`src/rtl/locked_rtc_pkg.sv`:
```
package locked_rtc_pkg;
  localparam logic [31:0] UNLOCK_PAT = 32'h0000_A55A;
  localparam logic [31:0] TRIM_MASK  = 32'h03FF_FFFF;

  localparam int unsigned OFS_CTRL  = 'h00;
  localparam int unsigned OFS_SECS  = 'h04;
  localparam int unsigned OFS_ALRM  = 'h08;
  localparam int unsigned OFS_TRIM  = 'h0C;
  localparam int unsigned OFS_WEN   = 'h2C;
  localparam int unsigned OFS_WSTAT = 'h30;
  localparam int unsigned OFS_UNLK  = 'h3C;

  // control bit positions, decoded by software
  localparam int unsigned B_EN    = 0;
  localparam int unsigned B_AE    = 2;
  localparam int unsigned B_AIE   = 3;
  localparam int unsigned B_AFLG  = 4;
  localparam int unsigned B_TIE   = 5;
  localparam int unsigned B_TFLG  = 6;
  localparam int unsigned B_RDY   = 7;

  typedef struct packed {
    logic tflg;
    logic tie;
    logic aflg;
    logic aie;
    logic ae;
    logic en;
  } ctrl_t;
endpackage

```
`src/rtl/locked_rtc_gate.sv`:
```
module locked_rtc_gate #(
  parameter int unsigned BUSY_CYC = 4
) (
  input  logic clk_i,
  input  logic rst_ni,
  input  logic wr_i,
  input  logic unlock_sel_i,
  input  logic pattern_ok_i,
  input  logic prot_sel_i,
  output logic rdy_o,
  output logic unlocked_o,
  output logic commit_o
);
  localparam int unsigned CW = $clog2(BUSY_CYC + 1);

  logic [CW-1:0] busy_q;
  logic          unl_q;
  logic          accept;
  logic          unlock_wr;

  assign rdy_o      = (busy_q == '0);
  assign unlocked_o = unl_q;
  assign unlock_wr  = wr_i && rdy_o && unlock_sel_i;
  assign commit_o   = wr_i && rdy_o && prot_sel_i && unl_q;
  assign accept     = unlock_wr || commit_o;

  always_ff @(posedge clk_i or negedge rst_ni) begin
    if (!rst_ni) begin
      busy_q <= '0;
    end else if (accept) begin
      busy_q <= CW'(BUSY_CYC);
    end else if (busy_q != '0) begin
      busy_q <= busy_q - 1'b1;
    end
  end

  always_ff @(posedge clk_i or negedge rst_ni) begin
    if (!rst_ni)        unl_q <= 1'b0;
    else if (unlock_wr) unl_q <= pattern_ok_i;
    else if (commit_o)  unl_q <= 1'b0;
  end

  a_r2_busy_after_write: assert property (@(posedge clk_i) disable iff (!rst_ni)
    accept |=> !rdy_o);
  a_r4_busy_blocks: assert property (@(posedge clk_i) disable iff (!rst_ni)
    (wr_i && !rdy_o) |=> (unlocked_o == $past(unlocked_o)));
  a_r5_one_shot: assert property (@(posedge clk_i) disable iff (!rst_ni)
    commit_o |=> !unlocked_o);
endmodule

```
`src/rtl/locked_rtc_count.sv`:
```
module locked_rtc_count
  import locked_rtc_pkg::*;
#(
  parameter int unsigned SEC_W = 32
) (
  input  logic             clk_i,
  input  logic             rst_ni,
  input  logic             tick_i,
  input  logic             wr_ctrl_i,
  input  logic             wr_secs_i,
  input  logic             wr_alrm_i,
  input  logic [31:0]      wdata_i,
  output logic [SEC_W-1:0] secs_o,
  output logic [SEC_W-1:0] alrm_o,
  output ctrl_t            ctrl_o
);
  logic [SEC_W-1:0] secs_q, alrm_q, secs_nxt;
  ctrl_t            ctrl_q;
  logic             step, count;

  assign step     = ctrl_q.en && tick_i;
  assign count    = step && !wr_secs_i;
  assign secs_nxt = secs_q + 1'b1;

  always_ff @(posedge clk_i or negedge rst_ni) begin
    if (!rst_ni)        secs_q <= '0;
    else if (wr_secs_i) secs_q <= wdata_i[SEC_W-1:0];
    else if (step)      secs_q <= secs_nxt;
  end

  always_ff @(posedge clk_i or negedge rst_ni) begin
    if (!rst_ni)        alrm_q <= '0;
    else if (wr_alrm_i) alrm_q <= wdata_i[SEC_W-1:0];
  end

  // flag set by a counting pulse wins over a clearing write in the same cycle
  always_ff @(posedge clk_i or negedge rst_ni) begin
    if (!rst_ni) begin
      ctrl_q <= '0;
    end else begin
      if (wr_ctrl_i) begin
        ctrl_q.en   <= wdata_i[B_EN];
        ctrl_q.ae   <= wdata_i[B_AE];
        ctrl_q.aie  <= wdata_i[B_AIE];
        ctrl_q.tie  <= wdata_i[B_TIE];
        ctrl_q.aflg <= ctrl_q.aflg & wdata_i[B_AFLG];
        ctrl_q.tflg <= ctrl_q.tflg & wdata_i[B_TFLG];
      end
      if (count) ctrl_q.tflg <= 1'b1;
      if (count && ctrl_q.ae && (secs_nxt == alrm_q)) ctrl_q.aflg <= 1'b1;
    end
  end

  assign secs_o = secs_q;
  assign alrm_o = alrm_q;
  assign ctrl_o = ctrl_q;

  a_r6_hold_off: assert property (@(posedge clk_i) disable iff (!rst_ni)
    (!ctrl_q.en && !wr_secs_i) |=> (secs_o == $past(secs_o)));
  a_r6_wrap: assert property (@(posedge clk_i) disable iff (!rst_ni)
    (ctrl_q.en && tick_i && !wr_secs_i && (secs_q == '1)) |=> (secs_o == '0));
  a_r7_alarm_hit: assert property (@(posedge clk_i) disable iff (!rst_ni)
    (ctrl_q.en && tick_i && !wr_secs_i && ctrl_q.ae && (secs_q + 1'b1 == alrm_q))
      |=> ctrl_o.aflg);
  a_r13_write_wins: assert property (@(posedge clk_i) disable iff (!rst_ni)
    wr_secs_i |=> (secs_o == $past(wdata_i[SEC_W-1:0])));
endmodule

```
`src/rtl/locked_rtc.sv`:
```
module locked_rtc
  import locked_rtc_pkg::*;
#(
  parameter int unsigned ADDR_W   = 8,
  parameter int unsigned BUSY_CYC = 4
) (
  input  logic              clk_i,
  input  logic              rst_ni,
  input  logic              tick_i,
  input  logic              req_i,
  input  logic              we_i,
  input  logic [ADDR_W-1:0] addr_i,
  input  logic [31:0]       wdata_i,
  output logic [31:0]       rdata_o,
  output logic              alarm_irq_o,
  output logic              tick_irq_o,
  output logic              wake_o
);
  localparam int unsigned SEC_W = 32;

  logic sel_ctrl, sel_secs, sel_alrm, sel_trim, sel_wen, sel_wstat, sel_unlk;
  logic prot_sel, wr, rdy, unlocked, commit;
  logic [SEC_W-1:0] secs, alrm;
  ctrl_t ctrl;
  logic [31:0] trim_q;
  logic wen_q, wstat_q;

  assign sel_ctrl  = (addr_i == ADDR_W'(OFS_CTRL));
  assign sel_secs  = (addr_i == ADDR_W'(OFS_SECS));
  assign sel_alrm  = (addr_i == ADDR_W'(OFS_ALRM));
  assign sel_trim  = (addr_i == ADDR_W'(OFS_TRIM));
  assign sel_wen   = (addr_i == ADDR_W'(OFS_WEN));
  assign sel_wstat = (addr_i == ADDR_W'(OFS_WSTAT));
  assign sel_unlk  = (addr_i == ADDR_W'(OFS_UNLK));
  assign prot_sel  = sel_ctrl | sel_secs | sel_alrm | sel_trim | sel_wen | sel_wstat;
  assign wr        = req_i && we_i;

  locked_rtc_gate #(.BUSY_CYC(BUSY_CYC)) u_gate (
    .clk_i        (clk_i),
    .rst_ni       (rst_ni),
    .wr_i         (wr),
    .unlock_sel_i (sel_unlk),
    .pattern_ok_i (wdata_i[15:0] == UNLOCK_PAT[15:0]),
    .prot_sel_i   (prot_sel),
    .rdy_o        (rdy),
    .unlocked_o   (unlocked),
    .commit_o     (commit)
  );

  locked_rtc_count #(.SEC_W(SEC_W)) u_count (
    .clk_i     (clk_i),
    .rst_ni    (rst_ni),
    .tick_i    (tick_i),
    .wr_ctrl_i (commit && sel_ctrl),
    .wr_secs_i (commit && sel_secs),
    .wr_alrm_i (commit && sel_alrm),
    .wdata_i   (wdata_i),
    .secs_o    (secs),
    .alrm_o    (alrm),
    .ctrl_o    (ctrl)
  );

  always_ff @(posedge clk_i or negedge rst_ni) begin
    if (!rst_ni) begin
      trim_q  <= '0;
      wen_q   <= 1'b0;
      wstat_q <= 1'b0;
    end else begin
      if (commit && sel_trim) trim_q <= wdata_i & TRIM_MASK;
      if (commit && sel_wen)  wen_q  <= wdata_i[0];
      if (commit && sel_wstat) wstat_q <= wdata_i[0];
      if (wake_o) wstat_q <= 1'b1;
    end
  end

  assign alarm_irq_o = ctrl.aflg && ctrl.aie;
  assign tick_irq_o  = ctrl.tflg && ctrl.tie;
  assign wake_o      = ctrl.aflg && wen_q;

  always_comb begin
    rdata_o = '0;
    unique case (1'b1)
      sel_ctrl: begin
        rdata_o[B_RDY]  = rdy;
        rdata_o[B_TFLG] = ctrl.tflg;
        rdata_o[B_TIE]  = ctrl.tie;
        rdata_o[B_AFLG] = ctrl.aflg;
        rdata_o[B_AIE]  = ctrl.aie;
        rdata_o[B_AE]   = ctrl.ae;
        rdata_o[B_EN]   = ctrl.en;
      end
      sel_secs:  rdata_o = secs;
      sel_alrm:  rdata_o = alrm;
      sel_trim:  rdata_o = trim_q;
      sel_wen:   rdata_o[0] = wen_q;
      sel_wstat: rdata_o[0] = wstat_q;
      sel_unlk:  rdata_o[31] = unlocked;
      default:   rdata_o = '0;
    endcase
  end

  a_r11_wake_sticky: assert property (@(posedge clk_i) disable iff (!rst_ni)
    wake_o |=> (wstat_q == 1'b1));
  a_r5_locked_hold: assert property (@(posedge clk_i) disable iff (!rst_ni)
    (!unlocked && !tick_i) |=> $stable(secs));
endmodule

```
`config.mk`:
```
export PLATFORM = sky130hd
export DESIGN_NAME = locked_rtc
export DESIGN_NICKNAME = d
export VERILOG_FILES = /design/src/rtl/locked_rtc_pkg.sv /design/src/rtl/locked_rtc_gate.sv /design/src/rtl/locked_rtc_count.sv /design/src/rtl/locked_rtc.sv
export SDC_FILE = /design/constraint.sdc
export NUM_CORES = 1
export LEC_CHECK = 0
export ABC_AREA = 1
export BUFFER_PORTS_ARGS = -buffer_cell sky130_fd_sc_hd__buf_4
export CELL_PAD_IN_SITES_DETAIL_PLACEMENT = 2
export CELL_PAD_IN_SITES_GLOBAL_PLACEMENT = 2
export CORE_ASPECT_RATIO = 1.2
export CORE_MARGIN = 8
export CORE_UTILIZATION = 30
export DETAILED_ROUTE_END_ITERATION = 10
export PLACE_DENSITY = 0.79
export SETUP_SLACK_MARGIN = 0.5
export SLEW_MARGIN = 15
export SYNTH_ARGS = -nofsm -noshare
export SYNTH_HDL_FRONTEND = slang
export SYNTH_SLANG_ARGS = --single-unit
```
`constraint.sdc`:
```
create_clock -name clk_i -period 2.98 [get_ports clk_i]
set_clock_uncertainty 0.2 [all_clocks]
set_input_delay 0.894 -clock clk_i [delete_from_list [all_inputs] [get_ports clk_i]]
set_output_delay 0.894 -clock clk_i [all_outputs]
set_load 0.01 [all_outputs]
```
==> reports/summary.txt <==
Port Buf Inserts: 79
Pwr per Cell Area: 353 mW/mm^2
R2R Setup Slk: 0.30 ns
Max IR drop VDD: 0.240 mV
Mapped Cells: 919
Cells on worst reg2reg path: 15
Hold buffers post-CTS: 0
Die Ht: 176 um
Longest Clk Path Bufs: 2
Met1 usage: 0.233
Delay-heaviest family, CP: buffers and inverters
# setup viols final: 32
Via/cell ratio: 5.20
Worst-Margin Slew: 0.492 ns
CP Data Arrival Time: 2.06 ns
Total power: 0.00289 W
F_max: 0.317 GHz
Worst path cell trace: buf_6 -> nor2_4 -> nand2_4 -> nor3_4 -> inv_2 -> buf_12 -> o221ai_2 -> buf_4
Mapped Avg Cell Area: 6.95 um^2
Initial Util: 0.306
Syn_nets: 967
CP required: 1.89 ns
Post-Place Cells: 1277
Max incr delay on CP: 0.20 ns
Die width: 149 um
Final worst slack: -0.175 ns
Total gr overflow: 0
RSZ-0062 raised after global routing: yes
Seq cells post-synth: 102
Multi-input gate area: 0.00351 mm^2
Fillers: 2494
Global-route wire length before repair: 42000 um
Core Rows: 58
Min Tclk post-route: 3.16 ns
Share of the synthesized area in the top cell type: 0.400
Via count: 6730
Post-route insts no fill: 1293
DRT Wirelength: 26000 um
Post-DP HPWL: 19900 um
P_leak: 4.04 nW
TritonCTS Buffers: 9
Area Overhead vs Synth: 28.4%
CTS Sinks: 102
DR pass1 iterations: 5
Most Crowded Layer GR: met2
Antenna viol nets, final: 0
Clock tree from TritonCTS: done
Final Hold Fails: 0
CP Max Fanout: 22
Crit path buffers/inverters: 4
Top_reg_cell synth: dfrtp_1
CP startpoint kind: input pin
Biggest area consumer among synthesized cells: dfrtp_1
Wire per inst: 20.1 um
Residual DRC: 0
Number of synthesized flops with an enable pin: 0
CORE AREA: 0.0209 mm^2
IO Pins: 80
Clk Latency, worst-skew pair: 0.37 ns
Setup bufs post-CTS: 0
Synth async-reset ratio: 1.00
Outcome: finished, violations left
Share of cells above drive strength 1: 0.197
Max-slew headroom: 0.669
Final #Nets: 1066
Critical Path Sink Type: primary output
Total of max-cap violations: 0
Reg2reg start: u_count.secs_o[1]
Final Max Tran Viols: 0
Most frequent cells in the layout: nand2_1 (319), inv_1 (122), dfrtp_1 (102), buf_4 (97), nand3_1 (77)
M3 GR Usage: 0.0288
Worst r2r dst: u_count.ctrl_o[3]
Root buf cell: clkbuf_16
Die area: 0.0262 mm^2
Yosys warns: 0
Final GP Congestion: 0.841
Cell variety after synth: 35
H-tree Lvls: 3
Worst slack at placement: -0.225 ns
Violated checks: setup timing
Post-synthesis sequential area ratio: 0.400
Final instance area: 0.00820 mm^2
Area post-placement: 0.00775 mm^2
Initial antenna violation count: 0
Starting DRC count in detailed routing: 258
Commonest non-fill, non-tap cell in the layout: nand2_1
Largest net degree at the start of global routing: 65
Met2 layer usage reported by global route: 0.377
Total GRT Usage: 0.205
Vias in the first global route: 7710
Final core utilization: 0.392
Storage cell area: 0.00255 mm^2
CTS clk-pin slew, worst paths: 0.07 ns
Worst hold path class: in2async
Largest cells by area after synthesis: dfrtp_1 (40%), nand2_1 (19%), inv_1 (7.4%)
N_diodes: 0
Synthesized area: 0.00639 mm^2
Setup CP Type: in2out
Final period utilization: 1.06
CP max-delay cell: nor3_4
==> worst register-to-register path, stage by stage, from the launching register on <==
cell and delay [ns]:
dfrtp_1 0.45, ha_1 0.24, nand2_2 0.15, nor2_8 0.21, nand3_2 0.24, inv_1 0.18, nand2_1 0.07, nand2_1 0.08
nand2_1 0.08, nand2_1 0.06, nand2_1 0.05, nor2_1 0.14, nand2_1 0.11, nor2_1 0.10, nand3_1 0.17, nand2_1 0.10
==> power breakdown <==
group	total, W	switching (W)	internal (W)
Combinational	0.000258	0.000153	0.000105
Clock	0.00120	0.000600	0.000604
Sequential	0.00143	0.0000194	0.00141
==> through the flow <==
step,setup TNS [ns],hold WS (ns)
final,-4.52,0.253
after global routing,-6.41,0.280
after CTS,-4.98,0.262
after detailed placement,-7.21,0.278
after global placement,-5.67,0.267
after floorplan,-0.788,0.253
==> layout make-up <==
class | count | share of cell area
tap | 270 | 0.0412
multi-input combinational | 662 | 0.428
sequential | 102 | 0.311
clock buffer | 10 | 0.0291
timing repair buffer | 115 | 0.124
inverter | 128 | 0.0600
clock inverter | 6 | 0.00656
==> registers in the layout, summed over array words and instances (netlist names) <==
| register | count |
|---|---|
| u_gate.unlocked_o | 1 |
| trim_q | 26 |
| u_count.ctrl_o | 6 |
| wstat_q | 1 |
| u_count.secs_o | 32 |
| wen_q | 1 |
| u_gate.busy_q | 3 |
| u_count.alrm_o | 32 |
==> cells by family (layout without fill, tap and decap cells) <==
| kind of cell | count (synthesis) | count (layout) | share of synthesized area |
|---|---|---|---|
| compound gates | 143 | 143 | 0.147 |
| xor+xnor | 4 | 4 | 0.00764 |
| fa+ha+maj | 3 | 3 | 0.00588 |
| buf+inv | 155 | 259 | 0.0940 |
| flops | 102 | 102 | 0.400 |
| simple gates | 512 | 512 | 0.346 |
==> worst max-delay path by stage <==
stage               from          end  cells after the start
5_1_grt        addr_i[1]  rdata_o[13]                      8
4_1_cts        addr_i[1]  rdata_o[23]                      8
3_3_place_gp   addr_i[1]  rdata_o[23]                      8
2_1_floorplan  addr_i[1]   rdata_o[0]                      6
3_5_place_dp   addr_i[1]  rdata_o[29]                      8
6_report       addr_i[1]  rdata_o[14]                      8
==> layer usage <==
layer / wire length (um) / share of wire / up-vias
met4: 765 / 0.029 / 0
li1: - / - / 3201
met3: 763 / 0.029 / 37
met5: 0 / 0 / -
met1: 10500 / 0.40 / 3390
met2: 14000 / 0.54 / 102
==> synthesized netlist by cell type, drive strengths merged (6+ instances only) <==
master	instances
a21oi	9
buf	10
clkbuf	17
dfrtp	102
inv	128
nand2	335
nand3	81
nor2	84
o211ai	9
o21ai	67
o221ai	44
o22ai	6
==> repair_timing <==
action / in CTS / in global routing
setup endpoints to repair: 128 / 131
pin swaps: 1 / 0
gates resized for setup: 20 / 14
Note: power is estimated with default switching activity, not from simulation.
